[config.mk]
export PLATFORM = sky130hd
export DESIGN_NAME = vga_bank_regs
export DESIGN_NICKNAME = d
export VERILOG_FILES = /design/src/rtl/vga_bank_pkg.sv /design/src/rtl/vga_port_decode.sv /design/src/rtl/vga_seq_file.sv /design/src/rtl/vga_crtc_file.sv /design/src/rtl/vga_bank_scaler.sv /design/src/rtl/vga_bank_regs.sv
export SDC_FILE = /design/constraint.sdc
export NUM_CORES = 2
export LEC_CHECK = 0
export BUFFER_PORTS_ARGS = -buffer_cell sky130_fd_sc_hd__buf_2
export CAP_MARGIN = 15
export CORE_MARGIN = 3
export CORE_UTILIZATION = 40
export DETAILED_ROUTE_END_ITERATION = 12
export PLACE_DENSITY = 0.63
export SYNTH_ARGS = -nofsm -noshare
export SYNTH_HDL_FRONTEND = slang
export SYNTH_SLANG_ARGS = --single-unit
[constraint.sdc]
create_clock -name clk -period 4.12 [get_ports clk]
set_input_delay 0.412 -clock clk [delete_from_list [all_inputs] [get_ports clk]]
set_output_delay 0.412 -clock clk [all_outputs]
set_load 0.05 [all_outputs]
[src/rtl/vga_bank_pkg.sv]
package vga_bank_pkg;
   localparam logic [15:0] PORT_MISC_WR  = 16'h03C2;
   localparam logic [15:0] PORT_MISC_RD  = 16'h03CC;
   localparam logic [15:0] PORT_SEQ_IDX  = 16'h03C4;
   localparam logic [15:0] PORT_SEQ_DAT  = 16'h03C5;
   localparam logic [15:0] PORT_CRTC_IDX = 16'h03D4;
   localparam logic [15:0] PORT_CRTC_DAT = 16'h03D5;
   localparam logic [15:0] REMAP_XOR     = 16'h0060;

   localparam logic [6:0] CR_BANK_LO   = 7'h35;
   localparam logic [6:0] CR_BANK_MID  = 7'h51;
   localparam logic [6:0] CR_BANK_FULL = 7'h6A;
   localparam logic [6:0] CR_CHIP_ID   = 7'h2D;
   localparam logic [7:0] CHIP_ID_VALUE = 8'h88;
   localparam logic [2:0] SR_MEM_MODE  = 3'd4;
   localparam int         CHAIN4_BIT   = 3;

   typedef enum logic [2:0] {
      SEL_NONE,
      SEL_MISC_WR,
      SEL_MISC_RD,
      SEL_SEQ_IDX,
      SEL_SEQ_DAT,
      SEL_CRTC_IDX,
      SEL_CRTC_DAT
   } port_sel_e;
endpackage

[src/rtl/vga_port_decode.sv]
module vga_port_decode
   import vga_bank_pkg::*;
#(
   parameter int ADDR_W = 16
) (
   input  logic [ADDR_W-1:0] addr,
   input  logic              mono_remap,
   output port_sel_e         sel
);
   localparam int HI_W = ADDR_W - 4;

   initial begin
      if (ADDR_W < 10) $error("ADDR_W too small for VGA port space");
   end

   logic [ADDR_W-1:0] eff;
   logic              in_mono, in_color;

   always_comb begin
      in_mono  = addr[ADDR_W-1:4] == HI_W'(12'h03B);
      in_color = addr[ADDR_W-1:4] == HI_W'(12'h03D);
      eff = addr;
      if (mono_remap && (in_mono || in_color))
         eff = addr ^ ADDR_W'(REMAP_XOR);
   end

   always_comb begin
      sel = SEL_NONE;
      if      (eff == ADDR_W'(PORT_MISC_WR))  sel = SEL_MISC_WR;
      else if (eff == ADDR_W'(PORT_MISC_RD))  sel = SEL_MISC_RD;
      else if (eff == ADDR_W'(PORT_SEQ_IDX))  sel = SEL_SEQ_IDX;
      else if (eff == ADDR_W'(PORT_SEQ_DAT))  sel = SEL_SEQ_DAT;
      else if (eff == ADDR_W'(PORT_CRTC_IDX)) sel = SEL_CRTC_IDX;
      else if (eff == ADDR_W'(PORT_CRTC_DAT)) sel = SEL_CRTC_DAT;
   end
endmodule

[src/rtl/vga_seq_file.sv]
module vga_seq_file
   import vga_bank_pkg::*;
#(
   parameter int SEQ_IDX_W = 3
) (
   input  logic                 clk,
   input  logic                 rst_n,
   input  logic                 idx_wr,
   input  logic                 dat_wr,
   input  logic [7:0]           wdata,
   output logic [SEQ_IDX_W-1:0] seq_idx,
   output logic [7:0]           rd_byte,
   output logic                 chain4
);
   localparam int DEPTH = 1 << SEQ_IDX_W;

   initial begin
      if (SEQ_IDX_W < 3 || SEQ_IDX_W > 8) $error("SEQ_IDX_W out of range");
   end

   logic [7:0] regs [DEPTH];

   always_ff @(posedge clk) begin
      if (!rst_n) begin
         seq_idx <= '0;
         chain4  <= 1'b0;
         for (int i = 0; i < DEPTH; i++) regs[i] <= '0;
      end else begin
         if (idx_wr) seq_idx <= wdata[SEQ_IDX_W-1:0];
         if (dat_wr) begin
            regs[seq_idx] <= wdata;
            if (seq_idx == SEQ_IDX_W'(SR_MEM_MODE))
               chain4 <= wdata[CHAIN4_BIT];
         end
      end
   end

   assign rd_byte = regs[seq_idx];

   // chain-4 follows data bit 3 of a memory-mode write
   p_chain4_load_r7: assert property (@(posedge clk) disable iff (!rst_n)
      (dat_wr && seq_idx == SEQ_IDX_W'(SR_MEM_MODE)) |=> chain4 == $past(wdata[CHAIN4_BIT]));
endmodule

[src/rtl/vga_crtc_file.sv]
module vga_crtc_file
   import vga_bank_pkg::*;
#(
   parameter int IDX_W  = 7,
   parameter int BANK_W = 7,
   parameter int EXT_W  = 4
) (
   input  logic              clk,
   input  logic              rst_n,
   input  logic              idx_wr,
   input  logic              dat_wr,
   input  logic [7:0]        wdata,
   output logic [IDX_W-1:0]  crtc_idx,
   output logic [7:0]        rd_byte,
   output logic [BANK_W-1:0] bank,
   output logic [EXT_W-1:0]  start_ext
);
   localparam int DEPTH = 1 << IDX_W;

   initial begin
      if (IDX_W != 7) $error("CRTC index must be 7 bits");
      if (BANK_W < 7 || BANK_W > 8) $error("BANK_W must be 7 or 8");
      if (EXT_W < 4) $error("EXT_W must be at least 4");
   end

   logic [7:0] regs [DEPTH];

   always_ff @(posedge clk) begin
      if (!rst_n) begin
         crtc_idx  <= '0;
         bank      <= '0;
         start_ext <= '0;
         for (int i = 0; i < DEPTH; i++) regs[i] <= '0;
      end else begin
         if (idx_wr) crtc_idx <= wdata[IDX_W-1:0];
         if (dat_wr) begin
            regs[crtc_idx] <= wdata;
            if (crtc_idx == IDX_W'(CR_BANK_LO)) begin
               bank[3:0] <= wdata[3:0];
            end else if (crtc_idx == IDX_W'(CR_BANK_MID)) begin
               bank[5:4]      <= wdata[3:2];
               start_ext[3:2] <= wdata[1:0];
            end else if (crtc_idx == IDX_W'(CR_BANK_FULL)) begin
               bank <= BANK_W'(wdata);
            end
         end
      end
   end

   assign rd_byte = regs[crtc_idx];

   p_idx_low7_r2: assert property (@(posedge clk) disable iff (!rst_n)
      idx_wr |=> crtc_idx == $past(wdata[IDX_W-1:0]));

   p_bank_lo_r3: assert property (@(posedge clk) disable iff (!rst_n)
      (dat_wr && crtc_idx == IDX_W'(CR_BANK_LO)) |=>
         (bank[3:0] == $past(wdata[3:0]) && bank[6:4] == $past(bank[6:4])));

   p_bank_mid_r4: assert property (@(posedge clk) disable iff (!rst_n)
      (dat_wr && crtc_idx == IDX_W'(CR_BANK_MID)) |=>
         (bank[5:4] == $past(wdata[3:2]) && bank[6] == $past(bank[6]) &&
          bank[3:0] == $past(bank[3:0]) && start_ext[3:2] == $past(wdata[1:0])));

   p_bank_full_r5: assert property (@(posedge clk) disable iff (!rst_n)
      (dat_wr && crtc_idx == IDX_W'(CR_BANK_FULL)) |=> bank[6:0] == $past(wdata[6:0]));

   p_bank_hold_r10: assert property (@(posedge clk) disable iff (!rst_n)
      (dat_wr && crtc_idx != IDX_W'(CR_BANK_LO) && crtc_idx != IDX_W'(CR_BANK_MID) &&
       crtc_idx != IDX_W'(CR_BANK_FULL)) |=> $stable(bank));
endmodule

[src/rtl/vga_bank_scaler.sv]
module vga_bank_scaler #(
   parameter int BANK_W   = 7,
   parameter int HI_SHIFT = 16,
   parameter int LO_SHIFT = 14
) (
   input  logic                       chain4,
   input  logic [BANK_W-1:0]          bank,
   output logic [BANK_W+HI_SHIFT-1:0] base
);
   localparam int BASE_W = BANK_W + HI_SHIFT;

   initial begin
      if (HI_SHIFT <= LO_SHIFT) $error("HI_SHIFT must exceed LO_SHIFT");
   end

   always_comb begin
      if (chain4) base = {bank, {HI_SHIFT{1'b0}}};
      else        base = BASE_W'({bank, {LO_SHIFT{1'b0}}});
   end
endmodule

[src/rtl/vga_bank_regs.sv]
module vga_bank_regs
   import vga_bank_pkg::*;
#(
   parameter int ADDR_W    = 16,
   parameter int IDX_W     = 7,
   parameter int SEQ_IDX_W = 3,
   parameter int BANK_W    = 7,
   parameter int HI_SHIFT  = 16,
   parameter int LO_SHIFT  = 14,
   parameter int EXT_W     = 4,
   parameter bit REG_READ  = 1'b1
) (
   input  logic                       clk,
   input  logic                       rst_n,
   input  logic                       io_wr,
   input  logic                       io_rd,
   input  logic [ADDR_W-1:0]          io_addr,
   input  logic [7:0]                 io_wdata,
   output logic [7:0]                 io_rdata,
   output logic                       rd_valid,
   output logic [BANK_W+HI_SHIFT-1:0] rd_bank_base,
   output logic [BANK_W+HI_SHIFT-1:0] wr_bank_base,
   output logic [EXT_W-1:0]           start_ext
);
   localparam int BASE_W = BANK_W + HI_SHIFT;

   port_sel_e            sel;
   logic [7:0]           misc;
   logic [IDX_W-1:0]     crtc_idx;
   logic [7:0]           crtc_byte, seq_byte;
   logic [SEQ_IDX_W-1:0] seq_idx;
   logic                 chain4;
   logic [BANK_W-1:0]    bank;
   logic [BASE_W-1:0]    base;
   logic [7:0]           rd_mux;

   vga_port_decode #(.ADDR_W(ADDR_W)) u_decode (
      .addr(io_addr), .mono_remap(~misc[0]), .sel(sel)
   );

   always_ff @(posedge clk) begin
      if (!rst_n)                           misc <= '0;
      else if (io_wr && sel == SEL_MISC_WR) misc <= io_wdata;
   end

   vga_seq_file #(.SEQ_IDX_W(SEQ_IDX_W)) u_seq (
      .clk(clk), .rst_n(rst_n),
      .idx_wr(io_wr && sel == SEL_SEQ_IDX),
      .dat_wr(io_wr && sel == SEL_SEQ_DAT),
      .wdata(io_wdata), .seq_idx(seq_idx), .rd_byte(seq_byte), .chain4(chain4)
   );

   vga_crtc_file #(.IDX_W(IDX_W), .BANK_W(BANK_W), .EXT_W(EXT_W)) u_crtc (
      .clk(clk), .rst_n(rst_n),
      .idx_wr(io_wr && sel == SEL_CRTC_IDX),
      .dat_wr(io_wr && sel == SEL_CRTC_DAT),
      .wdata(io_wdata), .crtc_idx(crtc_idx), .rd_byte(crtc_byte),
      .bank(bank), .start_ext(start_ext)
   );

   vga_bank_scaler #(.BANK_W(BANK_W), .HI_SHIFT(HI_SHIFT), .LO_SHIFT(LO_SHIFT)) u_scale (
      .chain4(chain4), .bank(bank), .base(base)
   );

   assign rd_bank_base = base;
   assign wr_bank_base = base;

   always_comb begin
      case (sel)
         SEL_MISC_RD:  rd_mux = misc;
         SEL_SEQ_IDX:  rd_mux = 8'(seq_idx);
         SEL_SEQ_DAT:  rd_mux = seq_byte;
         SEL_CRTC_IDX: rd_mux = 8'(crtc_idx);
         SEL_CRTC_DAT: rd_mux = (crtc_idx == IDX_W'(CR_CHIP_ID)) ? CHIP_ID_VALUE : crtc_byte;
         default:      rd_mux = 8'h00;
      endcase
   end

   generate
      if (REG_READ) begin : g_rd_reg
         always_ff @(posedge clk) begin
            if (!rst_n) begin
               io_rdata <= '0;
               rd_valid <= 1'b0;
            end else begin
               io_rdata <= io_rd ? rd_mux : 8'h00;
               rd_valid <= io_rd;
            end
         end

         p_chip_id_r8: assert property (@(posedge clk) disable iff (!rst_n)
            (io_rd && sel == SEL_CRTC_DAT && crtc_idx == IDX_W'(CR_CHIP_ID)) |=>
               (rd_valid && io_rdata == CHIP_ID_VALUE));
      end else begin : g_rd_comb
         assign io_rdata = io_rd ? rd_mux : 8'h00;
         assign rd_valid = io_rd;
      end
   endgenerate

   // with the mono map active, a write at the colour CRTC index port is ignored
   p_remap_ignore_r9: assert property (@(posedge clk) disable iff (!rst_n)
      (io_wr && !misc[0] && io_addr == ADDR_W'(PORT_CRTC_IDX)) |=> $stable(crtc_idx));

   // the bank granule follows chain-4
   p_granule_r6: assert property (@(posedge clk) disable iff (!rst_n)
      chain4 |-> rd_bank_base[HI_SHIFT-1:0] == '0);
endmodule

== After elaboration in Yosys (flattened, before gate mapping) ==
Memories as Yosys holds them, arrays and structs flattened. A register that Yosys moved wholly into a read port is not among the register bits.
Cells that the tools add are included.

* Bits of input ports: 28
* Word-level logic and storage cells: 84
* Bits in read-only memories: 0
* Output and inout bits: 59
* Bits in latches: 0
* Bits in registers: 37
* Memories kept: 2
* Bits in writable memories: 1088

* Equality and inequality tests: 20
* Shifts and indexed selects: 0
* Divide/modulo/power cells: 0
* Multipliers: 0
* Reduce and logical (&&, ||, !) cells: 17
* Add/subtract/negate cells: 0
* Bitwise operators: 4
* Multiplexer cells: 31
* Magnitude comparators: 0

{| class="wikitable"
|+ Memory list
! name !! words !! width !! rd ports !! clocked after memory_dff !! write ports !! line !! text
|-
| u_crtc.regs || 128 || 8 || 1 || 1 || 128 || vga_crtc_file.sv:26 || <nowiki>logic [7:0] regs [DEPTH];</nowiki>
|-
| u_seq.regs || 8 || 8 || 1 || 1 || 8 || vga_seq_file.sv:21 || <nowiki>logic [7:0] regs [DEPTH];</nowiki>
|}

{| class="wikitable"
|+ Operators with widths
! operator !! number
|-
| 16-bit by 10-bit == test with 1-bit output, second input constant || 6
|-
| 8-bit case mux with 5 select lines || 1
|-
| 7-bit 2-to-1 mux || 4
|-
| 3-bit 2-to-1 mux || 9
|-
| 12-bit by 6-bit == test with 1-bit output, second input constant || 2
|-
| 8-bit 2-to-1 mux || 3
|-
| 23-bit 2-to-1 mux || 1
|-
| 8-bit OR reduction || 2
|-
| 7-bit by 6-bit == test with 1-bit output, second input constant || 2
|-
| 7-bit == test, second input constant || 2
|-
| 3-bit == test, second input constant || 4
|-
| 1-bit 2-to-1 mux || 9
|-
| 3-bit AND reduction || 3
|-
| 4-bit 2-to-1 mux || 2
|-
| 3-bit by 2-bit == test with 1-bit output, second input constant || 2
|-
| 1-bit logical AND || 6
|-
| 6-bit 2-to-1 mux || 1
|-
| 2-bit AND reduction || 2
|-
| 4-bit AND reduction || 1
|-
| 2-bit nonzero test || 2
|-
| 3-bit by 1-bit == test with 1-bit output, second input constant || 1
|-
| 1-bit NOT || 3
|-
| 2-bit 2-to-1 mux || 1
|-
| 2-bit by 1-bit != test with 1-bit output, second input constant || 1
|-
| other kinds (2) || 2
|}

== Longest topological paths before layout ==
* Word-level depth: 18
* Gate-level depth with buffers: 12
* Depth with buffers taken out: 7

== Hierarchy ==
Synthesis repeated with hierarchy kept, for this count alone.

* Cell total of the unflattened synthesis: 3375
* Area total of the unflattened synthesis: 52603.0 sq um

{| class="wikitable"
|+ By module, submodules not included
! module !! cells an instance !! sequential area each (sq um) !! area each (sq um) !! times used
|-
| vga_crtc_file || 3025 || 31209.9 || 48016.1 || 1
|-
| vga_seq_file || 195 || 2062.0 || 3196.8 || 1
|-
| vga_bank_regs || 111 || 340.3 || 1024.7 || 1
|-
| vga_bank_scaler || 25 || 0.0 || 227.7 || 1
|-
| vga_port_decode || 19 || 0.0 || 137.6 || 1
|}

== Least setup slack after synthesis ==
OpenSTA, ideal clock, no wires.

* Path type: input-to-reg
* From: input io_addr[12]
* To: memory u_crtc.regs[127][0] (enable)
* Arrival time: 2892 ps
* Data required time: 3736 ps
* Path buffers: 2
* Cell stages on the path: 9
* Setup time: 384 ps
* Path slack: 844 ps
* Cell sequence: or4b_4 nor3b_4 nand4_4 nor2_2 and4_1 buf_4 nand3_2 buf_2 o21ai_0

{| class="wikitable"
|+ RTL lines
! item !! line !! text
|-
| start, declared || vga_bank_regs.sv:17 || <nowiki>input logic [ADDR_W-1:0] io_addr,</nowiki>
|-
| end, declared || vga_crtc_file.sv:26 ||
|}

==> results.toml <==
[cells_and_area]
final_cell_area_um2 = 57300
nNetsFinal = 3774
fin_util_pct = 46.6
final_layout_size_suffix_gt1_share_pct = 22.6
fill_cells = 10656
syn_to_final_growth_pct = 14.8

[global_route]
grt_pass1_wl_mm = 215
grt-ovfl-total = 0
grt_max_degree = 167
grt_use_total_pct = 22.3
grt_pass1_vias = 31428
antenna_found_initial = 3

[setup_path]
critPathBufInv = 3
path_common_cell = "buf_12"
crit_chain = "buf_12 -> buf_12 -> buf_12 -> mux4_2 -> a221oi_1 -> o22ai_1 -> nor3_2 -> o21a_1 -> o22ai_1"
crit_type = "flop to flop"
cp-start-kind = "flop"
arrival_ns = 4.50
crit_slowest_cell = "mux4_2"
path_delay_family = "compound AO/OA/AOI/OAI gates"
cp.required_ns = 4.66
cp_max_fo = 28
slowest_delay_ns = 0.57
endpoint_kind = "flop"

[power]
power_w = 0.0244
leakage_nw = 17.9
vdd_drop_max_mv = 0.297
power_density_nw_per_um2 = 425

[clock_network]
cts.hold.buffers_added = 0
clockBufferDepth = 3
clk_latency_ns = 0.71
cts.sinks = 1135
numCtsBuffers = 114
clockRootBuffer = "clkbuf_16"
cts_tree = "yes"
cts_max_level = 3
cts.clk_slew.worst_paths_ns = 0.06
post_cts.repair.setup_buffers = 0

[sta]
whs_ns = 0.133
fin_skew_ns = 0.0275
fin_crit_sh_pct = 96.1
worst_pin_slew_ns = 1.08
post-route-min-period_ns = 3.96
slew_headroom_pct = 28.1
max_freq_mhz = 252
setup_tns_ns = 0
rsz0062_at_grt = "no"
setup_viol = 0
hold_violations = 0
drv_slew = 0

[floorplan]
die_height_um = 359
coreArea_um2 = 123000
die_area_um2 = 129000
ios = 87
core.rowCount = 128
start_util_pct = 40.6
die_x_um = 359

[outcome]
outcome = "finished, final reports clean"

[logic_synthesis]
seq_area_frac_synth_pct = 67.3
synth_top_area_cell = "edfxtp_1"
syn_area_per_cell_um2 = 14.1
synthTopCellsByCount = "1088 x edfxtp_1, 1040 x nor2_1, 275 x mux4_2"
synthCells = 3535
synthMostInstantiatedCell = "edfxtp_1"
synth_area_um2 = 49900
synth_warnings = 0
async_flop_share_pct = 0
yosysTopAreaCellShare_pct = 65.4
yosys-top-cells-area = "edfxtp_1 65%, mux4_2 12%, nor2_1 7.8%, dfxtp_1 1.9%, o21ai_0 1.4%"
yosys.cell_types.count = 63
synth_ff_type = "edfxtp_1"
ys_ff_latch = 1135
synth_edf_count = 1088

[route]
firstDrtPassIters = 7
drc = 0
vias = 31863
drt-total-wl_mm = 145
wl_per_cell_um = 26.6
drt_iter0_markers = 4219
drt.antenna.violating_nets = 0
via_per_inst = 5.83

[placed_design]
gp_congestion = 0.896
portBuffers = 56
place_area_um2 = 53700
hpwl_mm = 97.2

[flow_run]
max_cap_viol_count = 0

[hold_path]
hold_class = "input pin to flop"
==> worst reg2reg max path: cells and delay by family (launching register included) <==
family	cells	cell delay, ns
buffers and inverters	3	0.90
AOI/OAI and AO/OA	4	1.26
DFF	1	0.53
and+or+nand+nor	1	0.53
muxes	1	0.58
==> through the flow <==
step | setup WS [ns] | std cells
floorplan | 0.844 | 3564
global placement | 0.0988 | 5255
global route | 0.193 | 5462
detailed placement | 0.102 | 5255
CTS | 0.0845 | 5462
finish | 0.159 | 5465
==> path summary, 6_finish.rpt <==
path             startpoint              to  slack, ns  depth (start not counted)
min                   io_rd        rd_valid       0.13                          2
min reg2reg  u_crtc.bank[6]  u_crtc.bank[6]       0.48                          2
max                    flop     io_rdata[1]       0.16                          9
max reg2reg            flop     io_rdata[1]       0.16                          9
==> registers in the layout, indices dropped and copies added (netlist names), named ones only <==
name / count
u_crtc.regs: 1024
u_seq.regs: 64
io_rdata: 8
misc: 8
u_crtc.bank: 7
u_crtc.crtc_idx: 7
u_seq.seq_idx: 3
u_crtc.start_ext: 2
rd_valid: 1
u_seq.chain4: 1
==> cell usage in the layout (no fill, tap or decap), types with 10 or more instances in the layout <==
| cell | synthesis | final |
|---|---|---|
| bufinv_16 | 0 | 10 |
| nand2_1 | 179 | 176 |
| o22ai_1 | 31 | 31 |
| clkbuf_1 | 176 | 23 |
| nand2b_1 | 21 | 21 |
| a22oi_1 | 26 | 26 |
| clkinv_2 | 0 | 23 |
| a21oi_1 | 19 | 19 |
| and2_1 | 78 | 78 |
| o21ai_0 | 138 | 138 |
| a21boi_0 | 14 | 14 |
| buf_4 | 61 | 303 |
| clkinv_1 | 0 | 22 |
| dfxtp_1 | 47 | 43 |
| edfxtp_1 | 1088 | 1088 |
| clkbuf_16 | 0 | 117 |
| nor3_1 | 17 | 16 |
| buf_2 | 48 | 55 |
| a22o_1 | 34 | 34 |
| mux2_2 | 15 | 15 |
| conb_1 | 1 | 30 |
| buf_12 | 0 | 20 |
| a221oi_1 | 38 | 38 |
| mux2i_1 | 26 | 26 |
| nor2b_1 | 27 | 24 |
| nand3_1 | 28 | 27 |
| mux4_2 | 275 | 275 |
| nor2_1 | 1040 | 1037 |
==> per-layer routing <==
layer  vias up  global-route usage (%)  share of wire, %
met5         -                       0             0.027
met3       312                    4.57               9.9
met1     16259                    30.2                39
met4         6                    8.07               4.0
li1      13479                       -                 -
met2      1807                    35.7                47
==> area by class of cell <==
cell class	instances	area [um2]	area share, %
Multi-Input combinational cell	2113	15000	26.2
Inverter	4	15.0	0.0262
Tap cell	1625	2030	3.55
Antenna cell	3	7.51	0.0131
Clock inverter	63	562	0.980
Clock buffer	144	3070	5.36
Sequential cell	1135	33600	58.7
Timing Repair Buffer	378	2950	5.15
==> what timing repair did <==
item                                    4_1_cts  5_1_grt
gates resized for setup                       0        1
endpoints found under the setup margin        0        1
endpoints found under the hold margin         0        0
==> power breakdown <==
| part | internal (W) | switching [W] |
|---|---|---|
| clock | 0.00586 | 0.00435 |
| sequential | 0.0131 | 0.000159 |
| combinational | 0.000328 | 0.000579 |
| total | 0.0193 | 0.00509 |
==> cells by family after synthesis <==
family,Yosys count,synth area share [%]
simple gates,1438,12.1
flops,1135,67.3
compound gates,329,4.29
mux,316,13.3
buf+inv,316,3.03
other cells,1,0.00751
Note: power is estimated with default switching activity, not from simulation.
